<file path="src/rtl/chien_pkg.sv">
package chien_pkg;
  localparam int unsigned GW = 16;   // widest field element handled by the helpers
  localparam int unsigned CW = 5;    // root count width
  localparam int unsigned REG_CFG  = 0;
  localparam int unsigned REG_GO   = 1;
  localparam int unsigned REG_HALT = 2;
  localparam int unsigned REG_STAT = 3;
  localparam int unsigned REG_EVT  = 4;
  localparam int unsigned SIG_BASE = 8;

  // shift-and-add product, reduced by poly (which carries the x^m term)
  function automatic logic [GW-1:0] gf_mul(input logic [GW-1:0] a, input logic [GW-1:0] b,
                                           input int unsigned m, input logic [GW:0] poly);
    logic [GW:0] p;
    p = '0;
    for (int i = GW - 1; i >= 0; i--) begin
      p = p << 1;
      if (p[m]) p = p ^ poly;
      if (b[i]) p = p ^ {1'b0, a};
    end
    return p[GW-1:0];
  endfunction

  function automatic logic [GW-1:0] alpha_pow(input int unsigned j, input int unsigned m,
                                              input logic [GW:0] poly);
    logic [GW-1:0] r;
    r = GW'(1);
    for (int unsigned k = 0; k < j; k++) r = gf_mul(r, GW'(2), m, poly);
    return r;
  endfunction
endpackage

</file>
<file path="src/rtl/chien_step.sv">
module chien_step import chien_pkg::*; #(
  parameter int unsigned NSIG  = 25,
  parameter int unsigned MW    = 14,
  parameter int unsigned M0    = 13,
  parameter int unsigned M1    = 14,
  parameter logic [GW:0] POLY0 = 17'h0201B,
  parameter logic [GW:0] POLY1 = 17'h04443
) (
  input  logic                     sel_i,
  input  logic [NSIG-1:0][MW-1:0]  term_i,
  output logic [NSIG-1:0][MW-1:0]  term_o,
  output logic                     root_o
);
  logic [NSIG-1:0] unused_hi;

  for (genvar j = 0; j < NSIG; j++) begin : g_term
    localparam logic [GW-1:0] K0 = alpha_pow(j, M0, POLY0);
    localparam logic [GW-1:0] K1 = alpha_pow(j, M1, POLY1);
    logic [GW-1:0] prod;
    // term j advances by the constant alpha^j of the selected field
    always_comb begin
      if (sel_i) prod = gf_mul(GW'(term_i[j]), K1, M1, POLY1);
      else       prod = gf_mul(GW'(term_i[j]), K0, M0, POLY0);
    end
    assign term_o[j]    = prod[MW-1:0];
    assign unused_hi[j] = ^prod;
  end

  always_comb begin
    logic [MW-1:0] acc;
    acc = '0;
    for (int j = 0; j < NSIG; j++) acc = acc ^ term_o[j];
    root_o = (acc == '0);
  end
endmodule

</file>
<file path="src/rtl/chien_loc_bank.sv">
module chien_loc_bank import chien_pkg::*; #(
  parameter int unsigned T_MAX = 24,
  parameter int unsigned PW    = 14,
  localparam int unsigned IW   = $clog2(T_MAX)
) (
  input  logic          clk_i,
  input  logic          rst_ni,
  input  logic          clear_i,
  input  logic          hit_i,
  input  logic [PW-1:0] pos_i,
  input  logic [IW-1:0] rd_idx_i,
  output logic [PW-1:0] rd_pos_o,
  output logic [CW-1:0] count_o
);
  logic [T_MAX-1:0][PW-1:0] loc_q;
  logic [CW-1:0]            cnt_q;

  always_ff @(posedge clk_i or negedge rst_ni) begin
    if (!rst_ni) begin
      loc_q <= '0;
      cnt_q <= '0;
    end else if (clear_i) begin
      loc_q <= '0;
      cnt_q <= '0;
    end else if (hit_i) begin
      if (int'(cnt_q) < T_MAX) loc_q[cnt_q[IW-1:0]] <= pos_i;
      if (cnt_q != '1) cnt_q <= cnt_q + 1'b1;
    end
  end

  assign rd_pos_o = (int'(rd_idx_i) < T_MAX) ? loc_q[rd_idx_i] : '0;
  assign count_o  = cnt_q;

  p_count_step_r4: assert property (@(posedge clk_i) disable iff (!rst_ni)
    !clear_i |=> (cnt_q == $past(cnt_q)) || (cnt_q == $past(cnt_q) + 1'b1));
  p_clear_empties_r7: assert property (@(posedge clk_i) disable iff (!rst_ni)
    clear_i |=> (cnt_q == '0) && (loc_q == '0));
endmodule

</file>
<file path="src/rtl/chien_err_locator.sv">
module chien_err_locator import chien_pkg::*; #(
  parameter int unsigned T_MAX = 24,
  parameter int unsigned M0    = 13,
  parameter int unsigned M1    = 14,
  parameter logic [GW:0] POLY0 = 17'h0201B,
  parameter logic [GW:0] POLY1 = 17'h04443,
  parameter int unsigned AW    = 8
) (
  input  logic          clk_i,
  input  logic          rst_ni,
  input  logic          bus_we_i,
  input  logic          bus_re_i,
  input  logic [AW-1:0] bus_addr_i,
  input  logic [31:0]   bus_wdata_i,
  output logic [31:0]   bus_rdata_o
);
  localparam int unsigned NSIG     = T_MAX + 1;
  localparam int unsigned MW       = M1;
  localparam int unsigned LW       = M1;
  localparam int unsigned DEG_W    = $clog2(NSIG);
  localparam int unsigned IW       = $clog2(T_MAX);
  localparam int unsigned LOC_BASE = SIG_BASE + (1 << DEG_W);

  logic                     sel_q, busy_q, done_q, fin_q;
  logic [DEG_W-1:0]         deg_q;
  logic [NSIG-1:0][MW-1:0]  sig_q, term_q, term_nx;
  logic [LW-1:0]            len_q, step_q, pos_nx, len_w;
  logic                     root, uncor;
  logic                     cfg_wr, go_wr, halt_wr, evt_rd, sig_hit, loc_hit, go_ok, abort;
  logic [AW-1:0]            sig_off, loc_off;
  logic [CW-1:0]            cnt;
  logic [LW-1:0]            loc_rd;
  logic                     unused_bits;

  assign cfg_wr  = bus_we_i && bus_addr_i == AW'(REG_CFG);
  assign go_wr   = bus_we_i && bus_addr_i == AW'(REG_GO);
  assign halt_wr = bus_we_i && bus_addr_i == AW'(REG_HALT);
  assign evt_rd  = bus_re_i && !bus_we_i && bus_addr_i == AW'(REG_EVT);
  assign sig_off = bus_addr_i - AW'(SIG_BASE);
  assign loc_off = bus_addr_i - AW'(LOC_BASE);
  assign sig_hit = bus_addr_i >= AW'(SIG_BASE) && bus_addr_i < AW'(SIG_BASE + NSIG);
  assign loc_hit = bus_addr_i >= AW'(LOC_BASE) && bus_addr_i < AW'(LOC_BASE + T_MAX);
  assign len_w   = bus_wdata_i[LW-1:0];
  assign abort   = halt_wr && bus_wdata_i[0];
  assign go_ok   = go_wr && !busy_q && !abort;
  assign pos_nx  = step_q + 1'b1;
  assign unused_bits = ^{bus_wdata_i, sig_off, loc_off};

  chien_step #(.NSIG(NSIG), .MW(MW), .M0(M0), .M1(M1), .POLY0(POLY0), .POLY1(POLY1)) u_step (
    .sel_i(sel_q), .term_i(term_q), .term_o(term_nx), .root_o(root)
  );

  chien_loc_bank #(.T_MAX(T_MAX), .PW(LW)) u_bank (
    .clk_i(clk_i), .rst_ni(rst_ni), .clear_i(abort || go_ok),
    .hit_i(busy_q && root && !abort), .pos_i(pos_nx),
    .rd_idx_i(loc_off[IW-1:0]), .rd_pos_o(loc_rd), .count_o(cnt)
  );

  always_ff @(posedge clk_i or negedge rst_ni) begin
    if (!rst_ni) begin
      sel_q  <= 1'b0;
      deg_q  <= '0;
      sig_q  <= '0;
      term_q <= '0;
      len_q  <= '0;
      step_q <= '0;
      busy_q <= 1'b0;
      done_q <= 1'b0;
      fin_q  <= 1'b0;
    end else begin
      if (cfg_wr && !busy_q) begin
        sel_q <= bus_wdata_i[0];
        deg_q <= bus_wdata_i[16 +: DEG_W];
      end
      if (bus_we_i && sig_hit && !busy_q) sig_q[sig_off[DEG_W-1:0]] <= bus_wdata_i[MW-1:0];
      if (evt_rd) done_q <= 1'b0;
      if (abort) begin
        busy_q <= 1'b0;
        done_q <= 1'b0;
        fin_q  <= 1'b0;
      end else if (go_ok) begin
        len_q  <= len_w;
        step_q <= '0;
        for (int j = 0; j < NSIG; j++) term_q[j] <= (j <= int'(deg_q)) ? sig_q[j] : '0;
        busy_q <= (len_w != '0);
        done_q <= (len_w == '0);
        fin_q  <= (len_w == '0);
      end else if (busy_q) begin
        term_q <= term_nx;
        step_q <= pos_nx;
        if (pos_nx == len_q) begin
          busy_q <= 1'b0;
          done_q <= 1'b1;
          fin_q  <= 1'b1;
        end
      end
    end
  end

  assign uncor = fin_q && (cnt != CW'(deg_q));

  always_comb begin
    bus_rdata_o = '0;
    if (bus_addr_i == AW'(REG_CFG)) begin
      bus_rdata_o[0]              = sel_q;
      bus_rdata_o[16 +: DEG_W]    = deg_q;
    end else if (bus_addr_i == AW'(REG_STAT)) begin
      bus_rdata_o[0] = busy_q;
    end else if (bus_addr_i == AW'(REG_EVT)) begin
      bus_rdata_o[0]      = done_q;
      bus_rdata_o[1]      = uncor;
      bus_rdata_o[8 +: CW] = cnt;
    end else if (sig_hit) begin
      bus_rdata_o[MW-1:0] = sig_q[sig_off[DEG_W-1:0]];
    end else if (loc_hit) begin
      bus_rdata_o[LW-1:0] = loc_rd;
    end
  end

  p_busy_not_done_r3: assert property (@(posedge clk_i) disable iff (!rst_ni)
    busy_q |-> !done_q);
  p_go_runs_r3: assert property (@(posedge clk_i) disable iff (!rst_ni)
    (go_ok && len_w != '0) |=> busy_q && !done_q);
  p_evt_clear_r6: assert property (@(posedge clk_i) disable iff (!rst_ni)
    (evt_rd && !busy_q) |=> !done_q);
  p_halt_idle_r7: assert property (@(posedge clk_i) disable iff (!rst_ni)
    abort |=> !busy_q && !done_q && !fin_q);
  p_sig_locked_r8: assert property (@(posedge clk_i) disable iff (!rst_ni)
    (busy_q && bus_we_i && sig_hit) |=> $stable(sig_q));
  p_cfg_locked_r8: assert property (@(posedge clk_i) disable iff (!rst_ni)
    (busy_q && cfg_wr) |=> $stable(sel_q) && $stable(deg_q));
  p_zero_len_r9: assert property (@(posedge clk_i) disable iff (!rst_ni)
    (go_ok && len_w == '0) |=> done_q && !busy_q);
endmodule

</file>
<file path="config.mk">
export PLATFORM = sky130hd
export DESIGN_NAME = chien_err_locator
export DESIGN_NICKNAME = d
export VERILOG_FILES = /design/src/rtl/chien_pkg.sv /design/src/rtl/chien_step.sv /design/src/rtl/chien_loc_bank.sv /design/src/rtl/chien_err_locator.sv
export SDC_FILE = /design/constraint.sdc
export NUM_CORES = 2
export LEC_CHECK = 0
export ABC_CLOCK_PERIOD_IN_PS = 4600
export BUFFER_PORTS_ARGS = -buffer_cell sky130_fd_sc_hd__clkbuf_2
export CORE_ASPECT_RATIO = 1.1
export CORE_MARGIN = 4
export CORE_UTILIZATION = 37
export CTS_CLUSTER_SIZE = 14
export DETAILED_ROUTE_END_ITERATION = 10
export SLEW_MARGIN = 10
export SYNTH_ARGS = -nofsm -noshare
export SYNTH_HDL_FRONTEND = slang
export SYNTH_SLANG_ARGS = --single-unit
export TNS_END_PERCENT = 1
</file>
<file path="constraint.sdc">
create_clock -name clk_i -period 4.6 [get_ports clk_i]
set_input_delay 0.23 -clock clk_i [delete_from_list [all_inputs] [get_ports clk_i]]
set_output_delay 0.23 -clock clk_i [all_outputs]
set_load 0.01 [all_outputs]
</file>
Yosys cells after proc, flatten, opt, wreduce, memory -nomap -nowiden
Cells that the tools add are included.

storage, ports and cells
  register bits after elaboration = 1078
  latch bits = 0
  memory bits (writable) = 0
  ROM bits = 0
  input bits = 44
  output and inout port bits = 32
  logic and storage cells = 1604
  memories kept = 0

operators by class
  add/subtract/negate cells = 4
  multipliers = 0
  div/mod/pow operators = 0
  order comparisons = 35
  equal/unequal tests = 7
  shift operators = 0
  muxes and demuxes = 946
  bitwise logic cells = 493
  reductions and logical operators = 37

operators by type and width
  cell                     number
  $mux W14                 324
  $mux W13                 227
  $mux W11                 200
  $not A4 Y4               361
  $mux W336                3
  $xor A14 B14 Y14         67
  $mux W5                  166
  $mux W350                2
  $xor A13 B13 Y13         40
  $bwmux W350              1
  $bwmux W336              1
  $bmux W14 S5             2
  $demux W14 S5            2
  $not A5 Y5               24
  $le A5 B5 Y1 const A     9
  $le A4 B5 Y1 const A     8
  $logic_not A14 Y1        2
  $le A3 B5 Y1 const A     4
  $logic_and A1 B1 Y1      18
  $lt A5 B6 Y1 const B     3
  $eq A8 B2 Y1 const B     2
  $mux W1                  16
  $add A14 B1 Y14 const B  1
  $eq A14 B14 Y1           1
  24 further kinds         38

Depth between registers and ports, before layout
  word-level depth = 59
  depth in mapped cells = 21
  depth with buffers taken out = 12

By module
From an unflattened synthesis, not the netlist that was laid out.

second synthesis, totals
  cell total of the unflattened synthesis = 6239
  area, all modules = 68718.4 µm²

by module, submodules not included
  module             instances  cells an instance  area an instance (µm²)  seq. area each (µm²)
  chien_err_locator  1          3031               34574.4                 18442.7
  chien_step         1          2097               18420.2                 0.0
  chien_loc_bank     1          1111               15723.8                 8533.2

Worst setup path before layout
No wires, ideal clock.

  path type = flip-flop to flip-flop
  from = register term_q[205] (netlist bit)
  to = register u_bank.loc_q[56] (netlist bit)
  data arrival time = 4212 ps
  required time = 4522 ps
  slack = 310 ps
  cell stages (with the launch flop) = 16
  buffers on the path = 3
  clock period less this slack = 4290 ps
  cells stage by stage = dfrtp_1 clkbuf_1 xnor3_1 xnor3_1 mux2i_1 xnor3_1 xnor2_1 xor3_1 xnor3_1 nor2_1 nand4_1 or3_1 buf_2 clkbuf_1 or4_1 a21oi_1

between the ends
  word-level cells in the longest chain between the ends = 42
  elaborated cells between the ends (all ways) = 59
  those cells by class = 31 x mux; 23 x bitwise; 5 x reduce/logical

ends and longest elaborated chain
  element                                line                     text
  start: declaration                     chien_err_locator.sv:26  logic [NSIG-1:0][MW-1:0] sig_q, term_q, term_nx;
  start signal: assignment               chien_err_locator.sv:89  term_q <= term_nx;
  $mux W14                               chien_step.sv:22         if (sel_i) prod = gf_mul(GW'(term_i[j]), K1, M1, POLY1);
  $not A4 Y4 (no source line)            --
  $mux W11                               chien_pkg.sv:18          if (p[m]) p = p ^ poly;
  $mux W14 (4 in series)                 chien_step.sv:22
  $xor A14 B14 Y14                       chien_pkg.sv:19          if (b[i]) p = p ^ {1'b0, a};
  $mux W14                               chien_step.sv:22
  $mux W11                               chien_pkg.sv:18
  $mux W14                               chien_step.sv:22
  [... 12 more ...]                      --
  $mux W14                               chien_step.sv:22
  $xor A14 B14 Y14                       chien_pkg.sv:19
  $mux W14 *                             chien_step.sv:22
  $xor A14 B14 Y14 * (11 in series)      chien_step.sv:32         for (int j = 0; j < NSIG; j++) acc = acc ^ term_o[j];
  $logic_not A14 Y1 *                    chien_step.sv:33         root_o = (acc == '0);
  $logic_and A1 B1 Y1 * (2 in series)    chien_err_locator.sv:55  .hit_i(busy_q && root && !abort), .pos_i(pos_nx),
  $reduce_bool A2 Y1 (no source line) *  --
  $reduce_and A2 Y1 (no source line) *   --
  end: declaration                       chien_loc_bank.sv:15     logic [T_MAX-1:0][PW-1:0] loc_q;

Mark *: on every way between the ends. The rest lies on a longest branch, timed or not. The select of a mux whose other input is x is not followed.
A chain may end at the register's enable or synchronous reset.

Worst setup path after layout
  from = register sel_q
  to = register u_bank.loc_q[60] (netlist bit)

between the ends
  word-level cells in the longest chain between the ends = 30
  elaborated cells between the ends (all ways) = 53
  those cells by class = 24 x mux; 24 x bitwise; 5 x reduce/logical

ends and longest elaborated chain
  element                                line                     text
  start: declaration                     chien_err_locator.sv:24  logic sel_q, busy_q, done_q, fin_q;
  start signal: assignment               chien_err_locator.sv:72  sel_q <= bus_wdata_i[0];
  $mux W14                               chien_step.sv:22
  $xor A14 B14 Y14 (23 in series)        chien_step.sv:32
  $xor A14 B14 Y14 *                     chien_step.sv:32
  $logic_not A14 Y1 *                    chien_step.sv:33
  $logic_and A1 B1 Y1 * (2 in series)    chien_err_locator.sv:55
  $reduce_bool A2 Y1 (no source line) *  --
  $reduce_and A2 Y1 (no source line) *   --

Mark *: on every way between the ends. The rest lies on a longest branch, timed or not.

==> impl_metrics.tcl <==
set metrics [dict create \
    status "finished, violations left" \
    violations "negative setup slack" \
    hold_path_class "primary input to asynchronous set/reset pin" \
    required_ps 5330 \
    tightest_slew_ps 1100 \
    gp_congestion 1.01 \
    max_stage_delay_ps 530 \
    path_depth 15 \
    cts_buffers 117 \
    grt_max_degree 142 \
    clk_path_buf_depth 3 \
    grt_util_met3_pct 4.61 \
    grt_pass1_vias 53600 \
    nNetsFinal 7000 \
    end_kind "flip-flop" \
    critPathTopFamily "XOR/XNOR gates" \
    maxSlewHeadroom_pct 26.9 \
    placementRows 167 \
    dr.pass1.iters 6 \
    finalCriticalPeriod_ps 4670 \
    die_y_microns 464 \
    wirelength_mm 262 \
    start_util_pct 37.2 \
    yosys_most_used_dff "dfrtp_1" \
    clkLatencyLatePin_ps 830 \
    antenna_found_initial 10 \
    syn_inst 6499 \
    drive_above_1_share_pct 28.2 \
    hold_viol 0 \
    grt_overflow_total 0 \
    area_growth_pct 20.8 \
    fin_cells 9504 \
    wl_per_cell_microns 27.6 \
    setup.worst_path.end "u_bank.loc_q[60]" \
    worst_path_max_delay_cell "dfrtp_4" \
    fin_ws_ps -70.5 \
    syn_area_sq_mm 0.0699 \
    post-route-period-util_pct 102 \
    synth-seq-area-share_pct 38.6 \
    root_buffer "clkbuf_16" \
    r2r_slack_ps -70 \
    track_usage_pct 26.1 \
    numPortBuffers 49 \
    h-tree-depth 3 \
    cp-start-kind "flip-flop" \
    critPathKind "flip-flop to flip-flop" \
    dr_total_vias 53200 \
    cp-startpoint "sel_q" \
    rr_worst_depth 15 \
    path_clk_slew_ps 60 \
    use_met1_pct 32.2 \
    io_pins 76 \
    fmax_mhz 214 \
    clkSinkCount 1078 \
    cts_tree "built" \
    grt_pass1_wl_mm 380 \
    setup_viol 32 \
    maxSlewViolCount 0 \
    rsz0062_at_grt "true" \
    synth_cell_types 70 \
    use_met2_pct 42.1 \
    maxCapViolCount 0 \
    syn_avg_cell_area_sq_um 10.8 \
    cp_cell_sequence "buf_12 -> buf_6 -> mux2i_4 -> xnor2_2 -> xnor3_1 -> xnor2_1 -> xnor3_2 -> xnor2_4 -> xnor3_2 -> mux2i_1 -> o211ai_1 -> buf_4 -> or3_4 -> or3_4 -> a211oi_2" \
    dieArea_sq_mm 0.196 \
    crit_fanout 12 \
    via_per_inst 5.60 \
    dpl.cell_count 9205 \
    worstReg2RegEnd "u_bank.loc_q[60]" \
    grt_busiest_layer "met2" \
    skew_ps 119 \
    ys_ff_latch 1078 \
    dr.first_iter.drc_count 4795 \
    fin_util_pct 44.9 \
    rr_startpoint "sel_q" \
    synth_warnings 0 \
    die_w_microns 423 \
    crit_buf_inv 3 \
    crit_arrival_ps 5400 \
    drcViolationCount 0 \
    hpwlAfterDp_mm 191 \
    final_antenna_net_count 0 \
    synthArstFlopShare_pct 100 \
    synth_edf_count 0 \
    core_sq_mm 0.188 \
]
-- timing repair --
item                                    in CTS  in global routing
hold endpoints to repair                    89                  0
endpoints found under the setup margin     341                341
hold buffers                                18                  0
buffers inserted                            30                 22
gates cloned                                 1                  3
gates resized for setup                    126                124
pin swaps                                   50                 75
-- synthesized netlist by cell type, drive strengths merged, types with 11 or more instances --
library cell / instances / area share, %
nor3: 59 / 0.42
inv: 59 / 0.32
buf: 181 / 1.4
dfrtp: 1078 / 39
mux2i: 477 / 6.8
a222oi: 14 / 0.20
nor2: 528 / 2.8
o21ai: 184 / 1.3
xnor3: 157 / 5.1
a221o: 11 / 0.16
a22oi: 64 / 0.69
o31ai: 13 / 0.14
xor2: 347 / 4.4
a21oi: 372 / 2.7
o221a: 14 / 0.23
nand3: 69 / 0.49
and2: 20 / 0.18
mux2: 374 / 6.0
o22ai: 19 / 0.17
a211oi: 87 / 0.93
nand2b: 24 / 0.21
xnor2: 906 / 11
xor3: 31 / 1.1
clkbuf: 479 / 2.6
nand2: 551 / 3.0
mux4: 196 / 6.3
nor4: 38 / 0.74
a32oi: 14 / 0.18
nor2b: 15 / 0.13
-- kinds of logic (layout without fill, tap and decap cells) --
| group | count (synthesis) | in the layout | synth area share, % |
|---|---|---|---|
| compound gates | 851 | 851 | 7.35 |
| xor+xnor | 1441 | 1441 | 22.0 |
| fa+ha+maj | 10 | 10 | 0.179 |
| buf+inv | 719 | 1255 | 4.29 |
| flops | 1078 | 1078 | 38.6 |
| mux | 1047 | 1047 | 19.2 |
| other cells | 1 | 19 | 0.00536 |
| simple gates | 1352 | 1353 | 8.49 |
-- layout make-up --
cell class / instances / area [sq um]
fill: 17500 / 104000
tap: 2450 / 3070
antenna: 6 / 15.0
timing repair buffer: 975 / 8390
sequential: 1078 / 27000
clock buffer: 174 / 3490
inverter: 59 / 248
multi-input combinational: 4715 / 41300
clock inverter: 47 / 907
-- per-stage QoR --
| step | setup slack, ps | setup TNS, ps | instance area (sq um) | hold WS (ps) |
|---|---|---|---|---|
| 2_1_floorplan | 310 | 0 | 70000 | -65.6 |
| 3_3_place_gp | -612 | -160240 | 78000 | 338 |
| 3_5_place_dp | -687 | -184580 | 78000 | 344 |
| 4_1_cts | 1.09 | 0 | 83500 | 42.5 |
| 5_1_grt | -207 | -24140 | 84500 | 46.5 |
| 6_report | -70.5 | -831 | 84500 | 5.67 |
-- how the worst min path moves through the flow --
stage	start	endpoint	slack, ps	cells after the start
finish	rst_ni	u_bank.loc_q[157]	6	2
global route	rst_ni	u_bank.loc_q[115]	50	2
CTS	rst_ni	u_bank.loc_q[157]	40	2
detailed placement	rst_ni	u_bank.loc_q[157]	340	1
global placement	rst_ni	u_bank.loc_q[157]	340	1
floorplan	rst_ni	busy_q	-70	0
-- routing by layer --
| metal | vias to the layer above | part of all wire (%) |
|---|---|---|
| met2 | 2208 | 47 |
| met3 | 670 | 7.1 |
| met1 | 27200 | 38 |
| met5 | - | 0.015 |
| met4 | 6 | 8.1 |
| li1 | 23200 | - |
-- cells in the final DEF, fill, tap and decap left out, types with 21 or more instances in the layout --
master | Yosys | final
a211oi_1 | 87 | 79
a21oi_1 | 372 | 366
a22oi_1 | 64 | 64
buf_12 | 0 | 74
buf_4 | 50 | 809
clkbuf_1 | 479 | 22
clkbuf_16 | 0 | 119
clkbuf_2 | 0 | 44
clkbuf_8 | 0 | 36
dfrtp_1 | 1078 | 1062
inv_1 | 59 | 58
mux2_2 | 374 | 373
mux2i_1 | 477 | 448
mux4_2 | 196 | 196
nand2_1 | 551 | 547
nand2b_1 | 24 | 24
nand3_1 | 69 | 69
nor2_1 | 528 | 527
nor3_1 | 59 | 56
o21ai_0 | 180 | 173
xnor2_1 | 898 | 811
xnor2_2 | 7 | 86
xnor3_1 | 157 | 142
xor2_1 | 344 | 325
xor2_2 | 2 | 21
xor3_1 | 31 | 30
-- sequential cells by signal, summed over array words and instances, names as in the netlist, 5 cells and up --
register,cells
sig_q,350
term_q,350
u_bank.loc_q,336
len_q,14
step_q,14
deg_q,5
u_bank.count_o,5
Power is not shown: default switching activity piles up to over one toggle a cycle in this logic, so the estimate is an artifact.
